## config.mk

```make
export PLATFORM = sky130hd
export DESIGN_NAME = ctrl_reg_port
export DESIGN_NICKNAME = d
export VERILOG_FILES = /design/src/rtl/ctrl_reg_pkg.sv /design/src/rtl/crp_sync.sv /design/src/rtl/crp_frame_rx.sv /design/src/rtl/crp_reg_bank.sv /design/src/rtl/ctrl_reg_port.sv
export SDC_FILE = /design/constraint.sdc
export NUM_CORES = 1
export LEC_CHECK = 0
export BUFFER_PORTS_ARGS = -buffer_cell sky130_fd_sc_hd__buf_2
export CORE_ASPECT_RATIO = 1.1
export CORE_UTILIZATION = 35
export CTS_CLUSTER_DIAMETER = 60
export CTS_CLUSTER_SIZE = 24
export DETAILED_ROUTE_END_ITERATION = 7
export GPL_ROUTABILITY_DRIVEN = 0
export PLACE_DENSITY_LB_ADDON = 0.08
export SLEW_MARGIN = 40
export SYNTH_ARGS = -nofsm -noshare
export SYNTH_HDL_FRONTEND = slang
export SYNTH_SLANG_ARGS = --single-unit
```

## constraint.sdc

```tcl
create_clock -name clk -period 2.3 [get_ports clk]
set_clock_uncertainty 0.15 [all_clocks]
set_input_delay 0.69 -clock clk [delete_from_list [all_inputs] [get_ports clk]]
set_output_delay 0.69 -clock clk [all_outputs]
set_load 0.01 [all_outputs]
```

## src/rtl/ctrl_reg_pkg.sv

```systemverilog
// Shared constants for the serial control register port: frame geometry,
// register addresses, bit positions of the power controls and reset image.
package ctrl_reg_pkg;
    localparam int FRAME_BITS = 16;
    localparam int OP_BITS    = 3;
    localparam int ADDR_BITS  = 5;
    localparam int DATA_BITS  = 8;
    localparam int NUM_REGS   = 4;
    localparam int SYNC_STAGES = 2;

    // register indices whose write rules differ
    localparam int ADR_SEL  = 0;
    localparam int ADR_PWR  = 1;
    localparam int ADR_FMT  = 2;
    localparam int ADR_GAIN = 3;

    // bit positions inside the power register
    localparam int PWR_PGA_BIT = 0;
    localparam int PWR_ADC_BIT = 1;

    // reset image, register n at bits 8n+7:8n
    localparam logic [NUM_REGS*DATA_BITS-1:0] RST_IMAGE = 32'h0030_0305;

    // Per-address write permission under calibration and power state.
    function automatic logic wr_permitted(input int idx, input logic cal,
                                          input logic pga_on, input logic adc_on);
        logic ok;
        ok = 1'b1;
        if (idx == ADR_PWR  && cal)     ok = 1'b0;
        if (idx == ADR_FMT  && !adc_on) ok = 1'b0;
        if (idx == ADR_GAIN && !pga_on) ok = 1'b0;
        return ok;
    endfunction
endpackage

```

## src/rtl/crp_sync.sv

```systemverilog
// Multi-bit flop-chain synchronizer into the system clock domain.
// Assumes each bit is an independent slow level; no bus coherence is implied.
module crp_sync #(
    parameter int                WIDTH  = 3,
    parameter int                STAGES = 2,
    parameter logic [WIDTH-1:0]  IDLE   = '0
) (
    input  logic             clk,
    input  logic             rst_n,
    input  logic [WIDTH-1:0] din,
    output logic [WIDTH-1:0] dout
);
    logic [WIDTH-1:0] stage_q [STAGES];

    for (genvar s = 0; s < STAGES; s++) begin : g_stage
        if (s == 0) begin : g_first
            // first capture of the asynchronous inputs
            always_ff @(posedge clk) begin
                if (!rst_n) stage_q[0] <= IDLE;
                else        stage_q[0] <= din;
            end
        end else begin : g_next
            // further settling stages
            always_ff @(posedge clk) begin
                if (!rst_n) stage_q[s] <= IDLE;
                else        stage_q[s] <= stage_q[s-1];
            end
        end
    end

    assign dout = stage_q[STAGES-1];
endmodule

```

## src/rtl/crp_frame_rx.sv

```systemverilog
// Frame receiver: detects serial clock and chip-select edges on synchronized
// levels, shifts data LSB-first, counts clock edges and issues a one-cycle
// write strobe on chip-select rise when the frame is a valid write.
// Assumes the serial clock is slow enough for every level to last >= 2 clocks.
module crp_frame_rx #(
    parameter int FRAME_BITS = 16,
    parameter int OP_BITS    = 3,
    parameter int ADDR_BITS  = 5,
    parameter int DATA_BITS  = 8
) (
    input  logic                 clk,
    input  logic                 rst_n,
    input  logic                 cs_n_s,
    input  logic                 sck_s,
    input  logic                 sd_s,
    output logic                 wr_stb,
    output logic [ADDR_BITS-1:0] wr_addr,
    output logic [DATA_BITS-1:0] wr_data
);
    // the first OP_BITS-1 command bits are don't-care and fall off the end
    localparam int SR_W    = FRAME_BITS - OP_BITS + 1;
    localparam int CNT_MAX = FRAME_BITS + 1;
    localparam int CNT_W   = $clog2(CNT_MAX + 1);
    localparam int A_LO    = 1;
    localparam int D_LO    = 1 + ADDR_BITS;

    logic             cs_d, sck_d;
    logic             sck_rise, cs_rise, frame_ok;
    logic [SR_W-1:0]  sr_q;
    logic [CNT_W-1:0] cnt_q;

    // edge history of the synchronized levels
    always_ff @(posedge clk) begin
        if (!rst_n) begin
            cs_d  <= 1'b1;
            sck_d <= 1'b0;
        end else begin
            cs_d  <= cs_n_s;
            sck_d <= sck_s;
        end
    end

    assign sck_rise = sck_s & ~sck_d;
    assign cs_rise  = cs_n_s & ~cs_d;

    // shift register and saturating edge count, emptied while deselected
    always_ff @(posedge clk) begin
        if (!rst_n || cs_n_s) begin
            sr_q  <= '0;
            cnt_q <= '0;
        end else if (sck_rise) begin
            sr_q <= {sd_s, sr_q[SR_W-1:1]};
            if (cnt_q != CNT_W'(CNT_MAX)) cnt_q <= cnt_q + 1'b1;
        end
    end

    assign frame_ok = cs_rise && (cnt_q == CNT_W'(FRAME_BITS)) && sr_q[0];

    // registered commit strobe with latched address and data
    always_ff @(posedge clk) begin
        if (!rst_n) begin
            wr_stb  <= 1'b0;
            wr_addr <= '0;
            wr_data <= '0;
        end else begin
            wr_stb <= frame_ok;
            if (frame_ok) begin
                wr_addr <= sr_q[A_LO +: ADDR_BITS];
                wr_data <= sr_q[D_LO +: DATA_BITS];
            end
        end
    end


    frame_len_chk: assert property (@(posedge clk) disable iff (!rst_n)
        wr_stb |-> $past(cnt_q) == CNT_W'(FRAME_BITS));

    write_op_chk: assert property (@(posedge clk) disable iff (!rst_n)
        wr_stb |-> $past(sr_q[0]));

    idle_clear_chk: assert property (@(posedge clk) disable iff (!rst_n)
        cs_n_s |=> cnt_q == '0);
endmodule

```

## src/rtl/crp_reg_bank.sv

```systemverilog
// Register bank: holds NUM_REGS bytes, applies the reset image on system
// reset or power-down pin, and filters each write by address and by the
// calibration and power state. Assumes pdn_n and cal_busy are synchronous.
module crp_reg_bank
    import ctrl_reg_pkg::*;
#(
    parameter int N_REGS = NUM_REGS,
    parameter int ABITS  = ADDR_BITS,
    parameter int DBITS  = DATA_BITS
) (
    input  logic                    clk,
    input  logic                    rst_n,
    input  logic                    pdn_n,
    input  logic                    cal_busy,
    input  logic                    wr_stb,
    input  logic [ABITS-1:0]        wr_addr,
    input  logic [DBITS-1:0]        wr_data,
    output logic [N_REGS*DBITS-1:0] image
);
    logic [DBITS-1:0] regs_q [N_REGS];
    logic             pga_on, adc_on;

    assign pga_on = regs_q[ADR_PWR][PWR_PGA_BIT];
    assign adc_on = regs_q[ADR_PWR][PWR_ADC_BIT];

    for (genvar i = 0; i < N_REGS; i++) begin : g_reg
        logic allow;

        // decide whether the pending write lands in this register
        always_comb begin
            allow = wr_stb && pdn_n && (wr_addr == ABITS'(i))
                    && wr_permitted(i, cal_busy, pga_on, adc_on);
        end

        // storage with reset image on either reset source
        always_ff @(posedge clk) begin
            if (!rst_n || !pdn_n) regs_q[i] <= RST_IMAGE[i*DBITS +: DBITS];
            else if (allow)       regs_q[i] <= wr_data;
        end

        assign image[i*DBITS +: DBITS] = regs_q[i];
    end


    hold_idle_chk: assert property (@(posedge clk) disable iff (!rst_n)
        (!wr_stb && pdn_n) |=> $stable(image));

    addr_range_chk: assert property (@(posedge clk) disable iff (!rst_n)
        (wr_stb && pdn_n && wr_addr >= ABITS'(N_REGS)) |=> $stable(image));

    pdn_reload_chk: assert property (@(posedge clk) disable iff (!rst_n)
        !pdn_n |=> image == RST_IMAGE);

    cal_lock_chk: assert property (@(posedge clk) disable iff (!rst_n)
        (wr_stb && pdn_n && cal_busy && wr_addr == ABITS'(ADR_PWR))
        |=> $stable(regs_q[ADR_PWR]));

    adc_lock_chk: assert property (@(posedge clk) disable iff (!rst_n)
        (wr_stb && pdn_n && !adc_on && wr_addr == ABITS'(ADR_FMT))
        |=> $stable(regs_q[ADR_FMT]));

    pga_lock_chk: assert property (@(posedge clk) disable iff (!rst_n)
        (wr_stb && pdn_n && !pga_on && wr_addr == ABITS'(ADR_GAIN))
        |=> $stable(regs_q[ADR_GAIN]));
endmodule

```

## src/rtl/ctrl_reg_port.sv

```systemverilog
// Top of the three-wire write-only control port: synchronizes the serial
// lines, receives frames and keeps the configuration registers, then splits
// the register image into named fields. No readback path.
module ctrl_reg_port
    import ctrl_reg_pkg::*;
(
    input  logic        clk,
    input  logic        rst_n,
    input  logic        pdn_n,
    input  logic        cal_busy,
    input  logic        csn,
    input  logic        sclk,
    input  logic        sdi,
    output logic [31:0] cfg_image,
    output logic [1:0]  in_left_sel,
    output logic [1:0]  in_right_sel,
    output logic        hpf_off,
    output logic        pga_power,
    output logic        adc_power,
    output logic        fmt_i2s,
    output logic [1:0]  zc_timeout_sel,
    output logic [1:0]  mono_mode,
    output logic [6:0]  pga_gain,
    output logic        zc_enable
);
    localparam int IMG_W = NUM_REGS * DATA_BITS;

    logic [2:0]           pins_s;
    logic                 wr_stb;
    logic [ADDR_BITS-1:0] wr_addr;
    logic [DATA_BITS-1:0] wr_data;
    logic [IMG_W-1:0]     image;
    logic [DATA_BITS-1:0] r_sel, r_pwr, r_fmt, r_gain;

    // bit order {sdi, sclk, csn}; chip select idles high
    crp_sync #(.WIDTH(3), .STAGES(SYNC_STAGES), .IDLE(3'b001)) i_sync (
        .clk  (clk),
        .rst_n(rst_n),
        .din  ({sdi, sclk, csn}),
        .dout (pins_s)
    );

    crp_frame_rx #(
        .FRAME_BITS(FRAME_BITS), .OP_BITS(OP_BITS),
        .ADDR_BITS(ADDR_BITS),   .DATA_BITS(DATA_BITS)
    ) i_rx (
        .clk    (clk),
        .rst_n  (rst_n),
        .cs_n_s (pins_s[0]),
        .sck_s  (pins_s[1]),
        .sd_s   (pins_s[2]),
        .wr_stb (wr_stb),
        .wr_addr(wr_addr),
        .wr_data(wr_data)
    );

    crp_reg_bank #(.N_REGS(NUM_REGS), .ABITS(ADDR_BITS), .DBITS(DATA_BITS)) i_bank (
        .clk     (clk),
        .rst_n   (rst_n),
        .pdn_n   (pdn_n),
        .cal_busy(cal_busy),
        .wr_stb  (wr_stb),
        .wr_addr (wr_addr),
        .wr_data (wr_data),
        .image   (image)
    );

    assign cfg_image = image;
    assign r_sel  = image[ADR_SEL*DATA_BITS  +: DATA_BITS];
    assign r_pwr  = image[ADR_PWR*DATA_BITS  +: DATA_BITS];
    assign r_fmt  = image[ADR_FMT*DATA_BITS  +: DATA_BITS];
    assign r_gain = image[ADR_GAIN*DATA_BITS +: DATA_BITS];

    // field decode
    assign in_left_sel    = r_sel[1:0];
    assign in_right_sel   = r_sel[3:2];
    assign hpf_off        = r_sel[4];
    assign pga_power      = r_pwr[PWR_PGA_BIT];
    assign adc_power      = r_pwr[PWR_ADC_BIT];
    assign fmt_i2s        = r_fmt[1];
    assign zc_timeout_sel = r_fmt[5:4];
    assign mono_mode      = r_fmt[7:6];
    assign pga_gain       = r_gain[6:0];
    assign zc_enable      = r_gain[7];
endmodule

```

==> metrics.txt <==
status finished, final reports clean; Seq pwr share 54.6%; setup violators final 0; clock sinks 73; number of distinct library cells after synthesis 31; total power 2.53 mW; antenna violations before repair 0; DRC violations left 0; Crit-path slowest cell o21ai_1; top_reg_cell synth dfxtp_1; Worst setup EP type flop; slew at the pin with the worst max-slew slack 0.716 ns; vias after detailed routing 1952; first-pass GRT wire length 9.03 mm; met1 layer usage reported by global route 15.2%; Max Root-Sink Buffers 2; antenna-violating nets left 0; post-synthesis sequential area ratio 58.9%; Vias/cell 4.44; Die X 90.6 um; CP required 2.12 ns; Post-Syn Instances 278; commonest non-fill, non-tap cells in the layout 64 x nand2_1, 58 x buf_2, 41 x dfxtp_1; CTS tree built; post-CTS sizing 0; hold-fix buffer count after cts 0; CP Launch Type flop; Final Core Density 42.2%; Post-CTS Setup Inserts 0; Clock Latency Late Sink 0.34 ns; Wirelength per Cell 12.4 um; Clock power frac 41.8%; fin crit period 1.98 ns; ANT cells 0; Final Max Tran Viols 0; crit path kind reg2reg; Die H 99.5 um; period utilization 85.9%; GR met2 Demand/Resource 22.7%; Design Area, Final 3530 um^2; P_int 2.01 mW; Fmax 0.506 GHz; pwr/cell area 717 nW/um^2; layout cell share with drive strength beyond 1 27.4%; area delta synth->final 16.5%; Critical Path Max Stage Delay 0.59 ns; CP arrival 1.80 ns; NetSw 0.524 mW; setup_tns 0 ns; worst vdd ir 0.446 mV; Worst slew margin 52.0%; GRT Overall Usage 13.3%; WP buf/inv 0; # nets final 334; Comb pwr share 3.7%; dpl cell area 3320 um^2; EDFF count, synth 32; Initial Utilization 36.2%; hpwl dp 3.99 mm; async set-reset flop share out of synthesis 0%; Avg Cell Area, Syn 10.9 um^2; Maximum Capacitance Violations 0; Inserted Clock Buffers 9; number of I/O port buffers 58; htree depth 3; gr busiest metal met2; number of global-route vias before repair 1844; worst-path cell chain nor4b_2, nand3b_1, o21ai_1; Crit path max-delay family compound AO/OA/AOI/OAI gates; Fillers 847; #FFs+latches synth 73; mapped cell area 3030 um^2; footprint of the multi-input gates 1030 um^2; Final Hold Vio Count 0; Register Area 1780 um^2; number of top-level pins 59; grt met3 use 3.06%; Reg clk slew, reported paths 0.07 ns; die area 9020 um^2; Crit Path Max Fanout 8; Sw Ratio 20.7%; Total Routed Length 5.47 mm; first drt pass iteration count 4; drt initial violations 66; Leak Pwr 1.29 nW; commonest non-fill, non-tap cell in the layout nand2_1; global-route congestion overflow total 0; unrepaired setup endpoints after global routing no; Yosys warning count 0; largest net degree at the start of global routing 35; Hold WC Path Type reg2reg; syn nets 288; row count 35; core area 8360 um^2; Hold Worst Slack 0.265 ns; Clock Tree Root clkbuf_8
per-layer routing:
layer	up-vias	wire length, um
li1	1011	-
met1	881	2400
met2	51	2740
met3	9	204
met4	0	119
met5	-	0
cell usage after synthesis, types with 2 or more instances:
cell type / count / area share (%)
nor2_1: 6 / 0.74
nor3_4: 2 / 1.1
nor3b_2: 4 / 1.7
ha_1: 3 / 1.2
buf_2: 2 / 0.33
buf_4: 20 / 5.0
nand3b_1: 3 / 0.74
nor2b_1: 2 / 0.41
o21ai_1: 4 / 0.66
nor3b_1: 3 / 0.74
inv_1: 2 / 0.25
clkbuf_1: 7 / 0.87
nand4b_1: 2 / 0.58
o21ai_0: 3 / 0.50
nand2_1: 64 / 7.9
nand3_1: 2 / 0.33
nand2b_1: 7 / 1.4
edfxtp_1: 32 / 32
buf_1: 2 / 0.25
or3_1: 8 / 1.7
and2_1: 21 / 4.3
a21oi_1: 18 / 3.0
mux2i_1: 13 / 4.3
dfxtp_1: 41 / 27
path summary, 6_finish.rpt:
path | from | end | slack, ns | depth (start not counted)
max | i_rx.wr_addr[4]$_SDFFE_PN0P_ | i_bank.regs_q[0][5]$_SDFFCE_PN0P_ | 0.32 | 3
min | i_sync.stage_q[0][0]$_SDFF_PN1_ | i_sync.stage_q[1][0]$_SDFF_PN1_ | 0.26 | 1
max reg2reg | i_rx.wr_addr[4]$_SDFFE_PN0P_ | i_bank.regs_q[0][5]$_SDFFCE_PN0P_ | 0.32 | 3
min reg2reg | i_sync.stage_q[0][0]$_SDFF_PN1_ | i_sync.stage_q[1][0]$_SDFF_PN1_ | 0.26 | 1
power by group through the flow:
stage | registers (mW) | logic [mW] | clock network, mW
final | 1.38 | 0.0924 | 1.06
after global routing | 1.38 | 0.102 | 1.15
after CTS | 1.38 | 0.0945 | 1.09
after detailed placement | 1.41 | 0.0948 | 0
after global placement | 1.41 | 0.0951 | 0
after floorplan | 1.42 | 0.0519 | 0
registers in the layout (all words and copies together), names as in the netlist:
signal          count
i_bank.regs_q      32
i_rx.cnt_q          5
i_rx.cs_d           1
i_rx.sck_d          1
i_rx.sr_q          14
i_rx.wr_addr        5
i_rx.wr_data        8
i_rx.wr_stb         1
i_sync.stage_q      6
cell families after synthesis:
kind of cell	after synthesis	synth area share (%)
and+or+nand+nor	128	23.8
DFF	73	58.9
buffers and inverters	34	7.03
AOI/OAI and AO/OA	27	4.71
muxes	13	4.30
adders and majority gates	3	1.24
final cells by class:
| type | instances | area share, % |
|---|---|---|
| clock buffers | 9 | 3.51 |
| clock inverters | 7 | 2.41 |
| inverters | 2 | 0.213 |
| multi-input cells | 171 | 29.2 |
| flip-flops and latches | 73 | 50.5 |
| well taps | 111 | 3.94 |
| repair buffers | 67 | 10.1 |
through the flow:
| step | std cells | worst slack (ns) |
|---|---|---|
| 6_report | 440 | 0.324 |
| 3_5_place_dp | 424 | 0.242 |
| 2_1_floorplan | 278 | 0.421 |
| 4_1_cts | 440 | 0.254 |
| 3_3_place_gp | 424 | 0.260 |
| 5_1_grt | 440 | 0.123 |
No activity file was read; power rests on OpenSTA's default activity.
